File: src/rtl/mdio_pkg.sv
package mdio_pkg;

  localparam int FRAME_BITS       = 64;
  localparam int PREAMBLE_BITS    = 32;
  localparam int DRIVEN_READ_BITS = 46;
  localparam int DATA_BITS        = 16;
  localparam int PHY_AW           = 5;
  localparam int REG_AW           = 5;
  localparam int SEL_W            = 3;

  // Control to datapath strobes
  typedef struct packed {
    logic load;   // capture header and start the divider
    logic run;    // transfer in progress
    logic drive;  // MDIO pad enable for the current bit
  } mdioStrobe_t;

  // Frame header as written in the start cycle
  typedef struct packed {
    logic              isWrite;
    logic [SEL_W-1:0]  clkSel;
    logic [PHY_AW-1:0] phyAddr;
    logic [REG_AW-1:0] regNum;
  } mdioHdr_t;

  // Half of the MDC divide ratio for a clock-range code
  function automatic logic [6:0] halfPeriod(input logic [SEL_W-1:0] code);
    case (code)
      3'd0:    halfPeriod = 7'd21;  // ratio 42
      3'd1:    halfPeriod = 7'd31;  // ratio 62
      3'd2:    halfPeriod = 7'd8;   // ratio 16
      3'd3:    halfPeriod = 7'd13;  // ratio 26
      3'd4:    halfPeriod = 7'd51;  // ratio 102
      default: halfPeriod = 7'd62;  // ratio 124
    endcase
  endfunction

endpackage

File: src/rtl/mdio_ctrl.sv
module mdio_ctrl
  import mdio_pkg::*;
#(
  parameter int                 ADDR_W      = 8,
  parameter int                 BUS_W       = 16,
  parameter logic [ADDR_W-1:0]  CMD_OFFSET  = 8'h10,
  parameter logic [ADDR_W-1:0]  DATA_OFFSET = 8'h14
) (
  input  logic                 clk,
  input  logic                 rstN,
  input  logic [ADDR_W-1:0]    regAddr,
  input  logic                 regWrEn,
  input  logic [BUS_W-1:0]     regWrData,
  input  logic                 fall,
  input  logic [DATA_BITS-1:0] capData,
  output mdioStrobe_t          strobe,
  output mdioHdr_t             hdr,
  output logic [BUS_W-1:0]     cmdView,
  output logic [BUS_W-1:0]     dataView
);

  localparam int CNT_W = $clog2(FRAME_BITS);
  localparam logic [CNT_W-1:0] LAST_BIT   = CNT_W'(FRAME_BITS - 1);
  localparam logic [CNT_W-1:0] READ_DRIVE = CNT_W'(DRIVEN_READ_BITS);

  logic                  busyQ;
  logic                  writeQ;
  logic [SEL_W-1:0]      selQ;
  logic [REG_AW-1:0]     regNumQ;
  logic [PHY_AW-1:0]     phyQ;
  logic [DATA_BITS-1:0]  dataQ;
  logic [CNT_W-1:0]      bitQ;
  logic                  cmdWr;
  logic                  dataWr;

  assign cmdWr  = regWrEn && (regAddr == CMD_OFFSET)  && !busyQ;
  assign dataWr = regWrEn && (regAddr == DATA_OFFSET) && !busyQ;

  always_ff @(posedge clk) begin
    if (!rstN) begin
      busyQ   <= 1'b0;
      writeQ  <= 1'b0;
      selQ    <= '0;
      regNumQ <= '0;
      phyQ    <= '0;
      dataQ   <= '0;
      bitQ    <= '0;
    end else begin
      if (cmdWr) begin
        busyQ   <= regWrData[0];
        writeQ  <= regWrData[1];
        selQ    <= regWrData[4:2];
        regNumQ <= regWrData[10:6];
        phyQ    <= regWrData[15:11];
        bitQ    <= '0;
      end else if (busyQ && fall) begin
        bitQ <= bitQ + 1'b1;
        if (bitQ == LAST_BIT) begin
          busyQ <= 1'b0;
          if (!writeQ) dataQ <= capData;
        end
      end
      if (dataWr) dataQ <= regWrData[DATA_BITS-1:0];
    end
  end

  always_comb begin
    strobe.load  = cmdWr && regWrData[0];
    strobe.run   = busyQ;
    strobe.drive = busyQ && (writeQ || (bitQ < READ_DRIVE));
  end

  always_comb begin
    hdr.isWrite = regWrData[1];
    hdr.clkSel  = regWrData[4:2];
    hdr.regNum  = regWrData[10:6];
    hdr.phyAddr = regWrData[15:11];
  end

  assign cmdView  = BUS_W'({phyQ, regNumQ, 1'b0, selQ, writeQ, busyQ});
  assign dataView = BUS_W'(dataQ);

endmodule

File: src/rtl/mdio_datapath.sv
module mdio_datapath
  import mdio_pkg::*;
#(
  parameter int DIV_W = 7
) (
  input  logic                 clk,
  input  logic                 rstN,
  input  mdioStrobe_t          strobe,
  input  mdioHdr_t             hdr,
  input  logic [DATA_BITS-1:0] wrData,
  input  logic                 mdioIn,
  output logic                 mdc,
  output logic                 mdioOut,
  output logic                 mdioOe,
  output logic                 fall,
  output logic [DATA_BITS-1:0] capData
);

  localparam logic [PREAMBLE_BITS-1:0] PREAMBLE = {PREAMBLE_BITS{1'b1}};

  logic [DIV_W-1:0]      halfQ;
  logic [DIV_W-1:0]      divQ;
  logic                  mdcQ;
  logic [FRAME_BITS-1:0] shiftQ;
  logic [DATA_BITS-1:0]  capQ;
  logic                  toggle;
  logic                  rise;
  logic [FRAME_BITS-1:0] frame;

  assign toggle = strobe.run && (divQ == halfQ - 1'b1);
  assign rise   = toggle && !mdcQ;
  assign fall   = toggle &&  mdcQ;

  always_comb begin
    frame = {PREAMBLE, 2'b01,
             hdr.isWrite ? 2'b01 : 2'b10,
             hdr.phyAddr, hdr.regNum,
             hdr.isWrite ? 2'b10 : 2'b00,
             hdr.isWrite ? wrData : {DATA_BITS{1'b0}}};
  end

  always_ff @(posedge clk) begin
    if (!rstN) begin
      halfQ  <= '0;
      divQ   <= '0;
      mdcQ   <= 1'b0;
      shiftQ <= '0;
      capQ   <= '0;
    end else begin
      if (strobe.load) begin
        halfQ  <= DIV_W'(halfPeriod(hdr.clkSel));
        divQ   <= '0;
        mdcQ   <= 1'b0;
        shiftQ <= frame;
      end else if (strobe.run) begin
        if (toggle) begin
          divQ <= '0;
          mdcQ <= !mdcQ;
        end else begin
          divQ <= divQ + 1'b1;
        end
        if (fall) shiftQ <= shiftQ << 1;
        if (rise) capQ   <= {capQ[DATA_BITS-2:0], mdioIn};
      end else begin
        divQ <= '0;
        mdcQ <= 1'b0;
      end
    end
  end

  assign mdc     = mdcQ;
  assign mdioOut = strobe.run ? shiftQ[FRAME_BITS-1] : 1'b1;
  assign mdioOe  = strobe.drive;
  assign capData = capQ;

endmodule

File: src/rtl/mdio_mgmt_master.sv
module mdio_mgmt_master
  import mdio_pkg::*;
#(
  parameter int                ADDR_W      = 8,
  parameter int                BUS_W       = 16,
  parameter logic [ADDR_W-1:0] CMD_OFFSET  = 8'h10,
  parameter logic [ADDR_W-1:0] DATA_OFFSET = 8'h14,
  parameter int                DIV_W       = 7
) (
  input  logic              clk,
  input  logic              rstN,
  input  logic [ADDR_W-1:0] regAddr,
  input  logic              regWrEn,
  input  logic [BUS_W-1:0]  regWrData,
  output logic [BUS_W-1:0]  regRdData,
  output logic              mdc,
  output logic              mdioOut,
  output logic              mdioOe,
  input  logic              mdioIn
);

  mdioStrobe_t          strobe;
  mdioHdr_t             hdr;
  logic                 fall;
  logic [DATA_BITS-1:0] capData;
  logic [BUS_W-1:0]     cmdView;
  logic [BUS_W-1:0]     dataView;

  mdio_ctrl #(
    .ADDR_W(ADDR_W), .BUS_W(BUS_W),
    .CMD_OFFSET(CMD_OFFSET), .DATA_OFFSET(DATA_OFFSET)
  ) i_ctrl (
    .clk(clk), .rstN(rstN),
    .regAddr(regAddr), .regWrEn(regWrEn), .regWrData(regWrData),
    .fall(fall), .capData(capData),
    .strobe(strobe), .hdr(hdr),
    .cmdView(cmdView), .dataView(dataView)
  );

  mdio_datapath #(.DIV_W(DIV_W)) i_dp (
    .clk(clk), .rstN(rstN),
    .strobe(strobe), .hdr(hdr),
    .wrData(dataView[DATA_BITS-1:0]),
    .mdioIn(mdioIn),
    .mdc(mdc), .mdioOut(mdioOut), .mdioOe(mdioOe),
    .fall(fall), .capData(capData)
  );

  always_comb begin
    if (regAddr == CMD_OFFSET)       regRdData = cmdView;
    else if (regAddr == DATA_OFFSET) regRdData = dataView;
    else                             regRdData = '0;
  end

endmodule

File: config.mk
export PLATFORM = sky130hd
export DESIGN_NAME = mdio_mgmt_master
export DESIGN_NICKNAME = d
export VERILOG_FILES = /design/src/rtl/mdio_pkg.sv /design/src/rtl/mdio_ctrl.sv /design/src/rtl/mdio_datapath.sv /design/src/rtl/mdio_mgmt_master.sv
export SDC_FILE = /design/constraint.sdc
export NUM_CORES = 1
export LEC_CHECK = 0
export CAP_MARGIN = 30
export CORE_MARGIN = 2
export CORE_UTILIZATION = 55
export CTS_CLUSTER_DIAMETER = 100
export CTS_CLUSTER_SIZE = 28
export DETAILED_ROUTE_END_ITERATION = 16
export HOLD_SLACK_MARGIN = 0.05
export PLACE_DENSITY = 0.85
export SLEW_MARGIN = 5
export SYNTH_ARGS = -nofsm -noshare
export SYNTH_HDL_FRONTEND = slang
export SYNTH_SLANG_ARGS = --single-unit
export TNS_END_PERCENT = 30
File: constraint.sdc
create_clock -name clk -period 2.5 [get_ports clk]
set_input_delay 0.375 -clock clk [delete_from_list [all_inputs] [get_ports clk]]
set_output_delay 0.375 -clock clk [all_outputs]
set_load 0.005 [all_outputs]
==> results.ini <==
[status]
status=finished with violations
violations=negative setup slack

[drt]
num_vias=5216
drt_iter0_markers=460
antenna_left=0
drc=0
wire_per_inst_um=18.2
drt-vias-per-instance=6.02
wl_mm=15.8
drt-pass1-iter-count=5

[timing]
period_share_pct=101
clock.fmax_ghz=0.396
setup_tns_ns=-0.0258
fin_crit_ns=2.53
grt_setup_unrepaired=yes
maxSlewHeadroom_pct=65.4
fin_ws_ns=-0.0258
skew_ns=0.00895
final_max_slew_viol_count=0
worst_pin_slew_ns=0.518
setup_viol=1
hold_violations=0

[critical_path]
cp_max_fo=10
worstPathCellList=inv_1, ha_4, o21ba_1, a221o_1, and2_4, nor4_4, buf_4, buf_8, a21oi_1, a211oi_2
crit_arrival_ns=2.97
critical_path_class=reg2reg
cpPeakStageDelay_ns=0.39
worstSetupStartpointType=flop
critPathSlowestCell=nor4_4
r2r_start=i_dp.halfQ[1]
cp-end-kind=flop
cp.required_ns=2.94
cp-startpoint=i_dp.halfQ[1]

[power]
fin_total_pwr_mw=4.76
power_frac_clock_pct=53.0
ir_worst_vdd_mv=0.756
leakage_nw=2.77
power.share.sequential_pct=43.9
sw_frac_of_total_pct=22.1
pwr-share-comb_pct=3.1
p_int_mw=3.71
p_sw_mw=1.05
powerDensity_mw_per_mm2=667

[grt]
grt_pass1_vias=4994
grt_overflow=0
grt_first_pass_wirelength_mm=24.4
grt_max_degree=46
grt_usage_pct=27.3
grt_antenna_before_repair=0

[layout]
design_area_mm2=0.00713
final_nets=749
area_growth_syn_to_layout_pct=25.3
final_common_cell=dfxtp_1
diodes=0
final_cell_mix=130 x dfxtp_1, 121 x nand2_1, 107 x a21oi_1, 53 x o21ai_0, 48 x mux2i_1
drive_above_1_share_pct=14.4
fill_cells=743

[logic_synthesis]
syn_nets=697
synthDistinctLibCells=51
yosys_register_bits=131
syn_inst=666
yosys_warnings=0
syn_avg_cell_area_um2=8.55
syn_area_mm2=0.00569
yosysSeqAreaShare_pct=46.1

[hold_path]
hold_class=in2reg
min_from=mdioIn

[placed_design]
placed_cell_area_mm2=0.00645
gp_congestion=0.800
hpwl_mm=9.35
port_buffers=46

[run]
cap_viol_max_count=0

[clock_network]
worstSkewPairLatency_ns=0.53
clk_pin_slew_ns=0.06
cts_tree=built
postCtsHoldBufs=0
cts_root_buf=clkbuf_8
cts_buffers=17
h-tree-depth=4
cts.sinks=131
cts_buffer_depth=2

[die]
core_mm2=0.0102
die_x_um=106
rows=37
dieArea_mm2=0.0112
io_pins=47
die_y_um=106
start_util_pct=55.9

## cell type report
type	instances	area (um2)	area share [%]
multi-input combinational	474	2840	39.8
clock buffer	18	428	6.00
timing repair buffer	85	861	12.1
tap	136	170	2.39
sequential	131	2630	36.8
clock inverter	14	176	2.47
inverter	9	33.8	0.474
## final timing paths
path,end,slack (ns),cells past startpoint
setup / recovery,i_dp.shiftQ[9],-0.03,10
hold / removal,i_dp.capData[0],0.42,3
setup reg to reg,i_dp.shiftQ[9],-0.03,10
hold reg to reg,i_dp.shiftQ[58],0.45,2
## Yosys cell counts (all sizes together)
cell     instances  share of area (%)
a22oi            9                1.2
xnor2            9                1.4
and3b            1               0.15
a211oi          10                2.1
o21ai           54                4.7
nor4             2               0.59
a311oi           7                1.1
o2111ai          1               0.15
mux2i           48                8.4
nand4            3               0.59
buf             25                2.5
nand3           19                1.7
nand2b           3               0.33
or2              1               0.11
o31a             1               0.15
a21o             1               0.13
clkbuf          27                1.8
and3             6               0.66
ha               3               0.66
and2             3               0.33
nor3b            1               0.13
nor2b            1               0.11
or4b             1               0.24
nand2          122                8.2
nor3            12                1.3
nand4b           2               0.31
inv              9               0.59
o2111a           1               0.20
o21ba            1               0.18
a21oi          108                9.6
nor2            23                1.6
o221a            1               0.20
xor2             7                1.1
or3              4               0.44
a221o            1               0.18
dfxtp          131                 46
o31ai            1               0.13
or4              1               0.13
a31oi            6               0.66
## flip-flops by register name, summed over array words and instances, names as in the netlist
register / flops
i_ctrl.bitQ: 6
i_ctrl.busyQ: 1
i_ctrl.dataView: 16
i_ctrl.phyQ: 5
i_ctrl.regNumQ: 5
i_ctrl.selQ: 3
i_ctrl.writeQ: 1
i_dp.capData: 16
i_dp.divQ: 7
i_dp.halfQ: 6
i_dp.mdc: 1
i_dp.shiftQ: 64
## critical path: cells and delay by family (launching register included)
kind                     cells  cell delay, ns
buffers and inverters        3            0.41
AND/OR/NAND/NOR              2            0.58
flip-flops                   1            0.37
AO/OA/AOI/OAI                4            0.89
adder cells (fa/ha/maj)      1            0.18
## power groups by stage
| stage | clock (mW) | sequential [mW] | combinational (mW) |
|---|---|---|---|
| 2_1_floorplan | 0 | 2.14 | 0.0606 |
| 3_3_place_gp | 0 | 2.14 | 0.135 |
| 3_5_place_dp | 0 | 2.14 | 0.140 |
| 4_1_cts | 2.52 | 2.09 | 0.143 |
| 5_1_grt | 2.62 | 2.09 | 0.154 |
| 6_report | 2.52 | 2.09 | 0.147 |
## through the flow
stage | hold WS [ns] | instances | util [%] | worst slack, ns
2_1_floorplan | 0.429 | 666 | - | 0.269
3_3_place_gp | 0.434 | 829 | 63.4 | -0.303
3_5_place_dp | 0.441 | 829 | 63.4 | -0.337
6_report | 0.423 | 867 | 70.0 | -0.0258
4_1_cts | 0.414 | 861 | 69.2 | -0.0267
5_1_grt | 0.435 | 867 | 70.0 | -0.0926
## logic make-up (layout without fill, tap and decap cells)
family / count (synthesis) / in the layout / share of synthesized area (%)
simple gates: 205 / 205 / 16.8
compound gates: 202 / 202 / 20.7
flops: 131 / 131 / 46.1
buf+inv: 61 / 126 / 4.92
mux: 48 / 48 / 8.44
xor+xnor: 16 / 16 / 2.46
fa+ha+maj: 3 / 3 / 0.659
## repair_timing
| item | in CTS | in global routing |
|---|---|---|
| endpoints found under the hold margin | 0 | 0 |
| pin swaps | 1 | 10 |
| gates resized for setup | 20 | 33 |
| buffers inserted | 0 | 3 |
| endpoints found under the setup margin | 29 | 67 |
| cloned | 0 | 3 |
## per-layer routing
layer,routed length [um],global-route usage (%),vias to the layer above
met5,0,0,-
met4,590,11.2,0
met3,1150,6.49,55
met2,7820,47.1,246
met1,6220,32.7,2472
li1,-,-,2443
(Power assumes the default switching activity.)
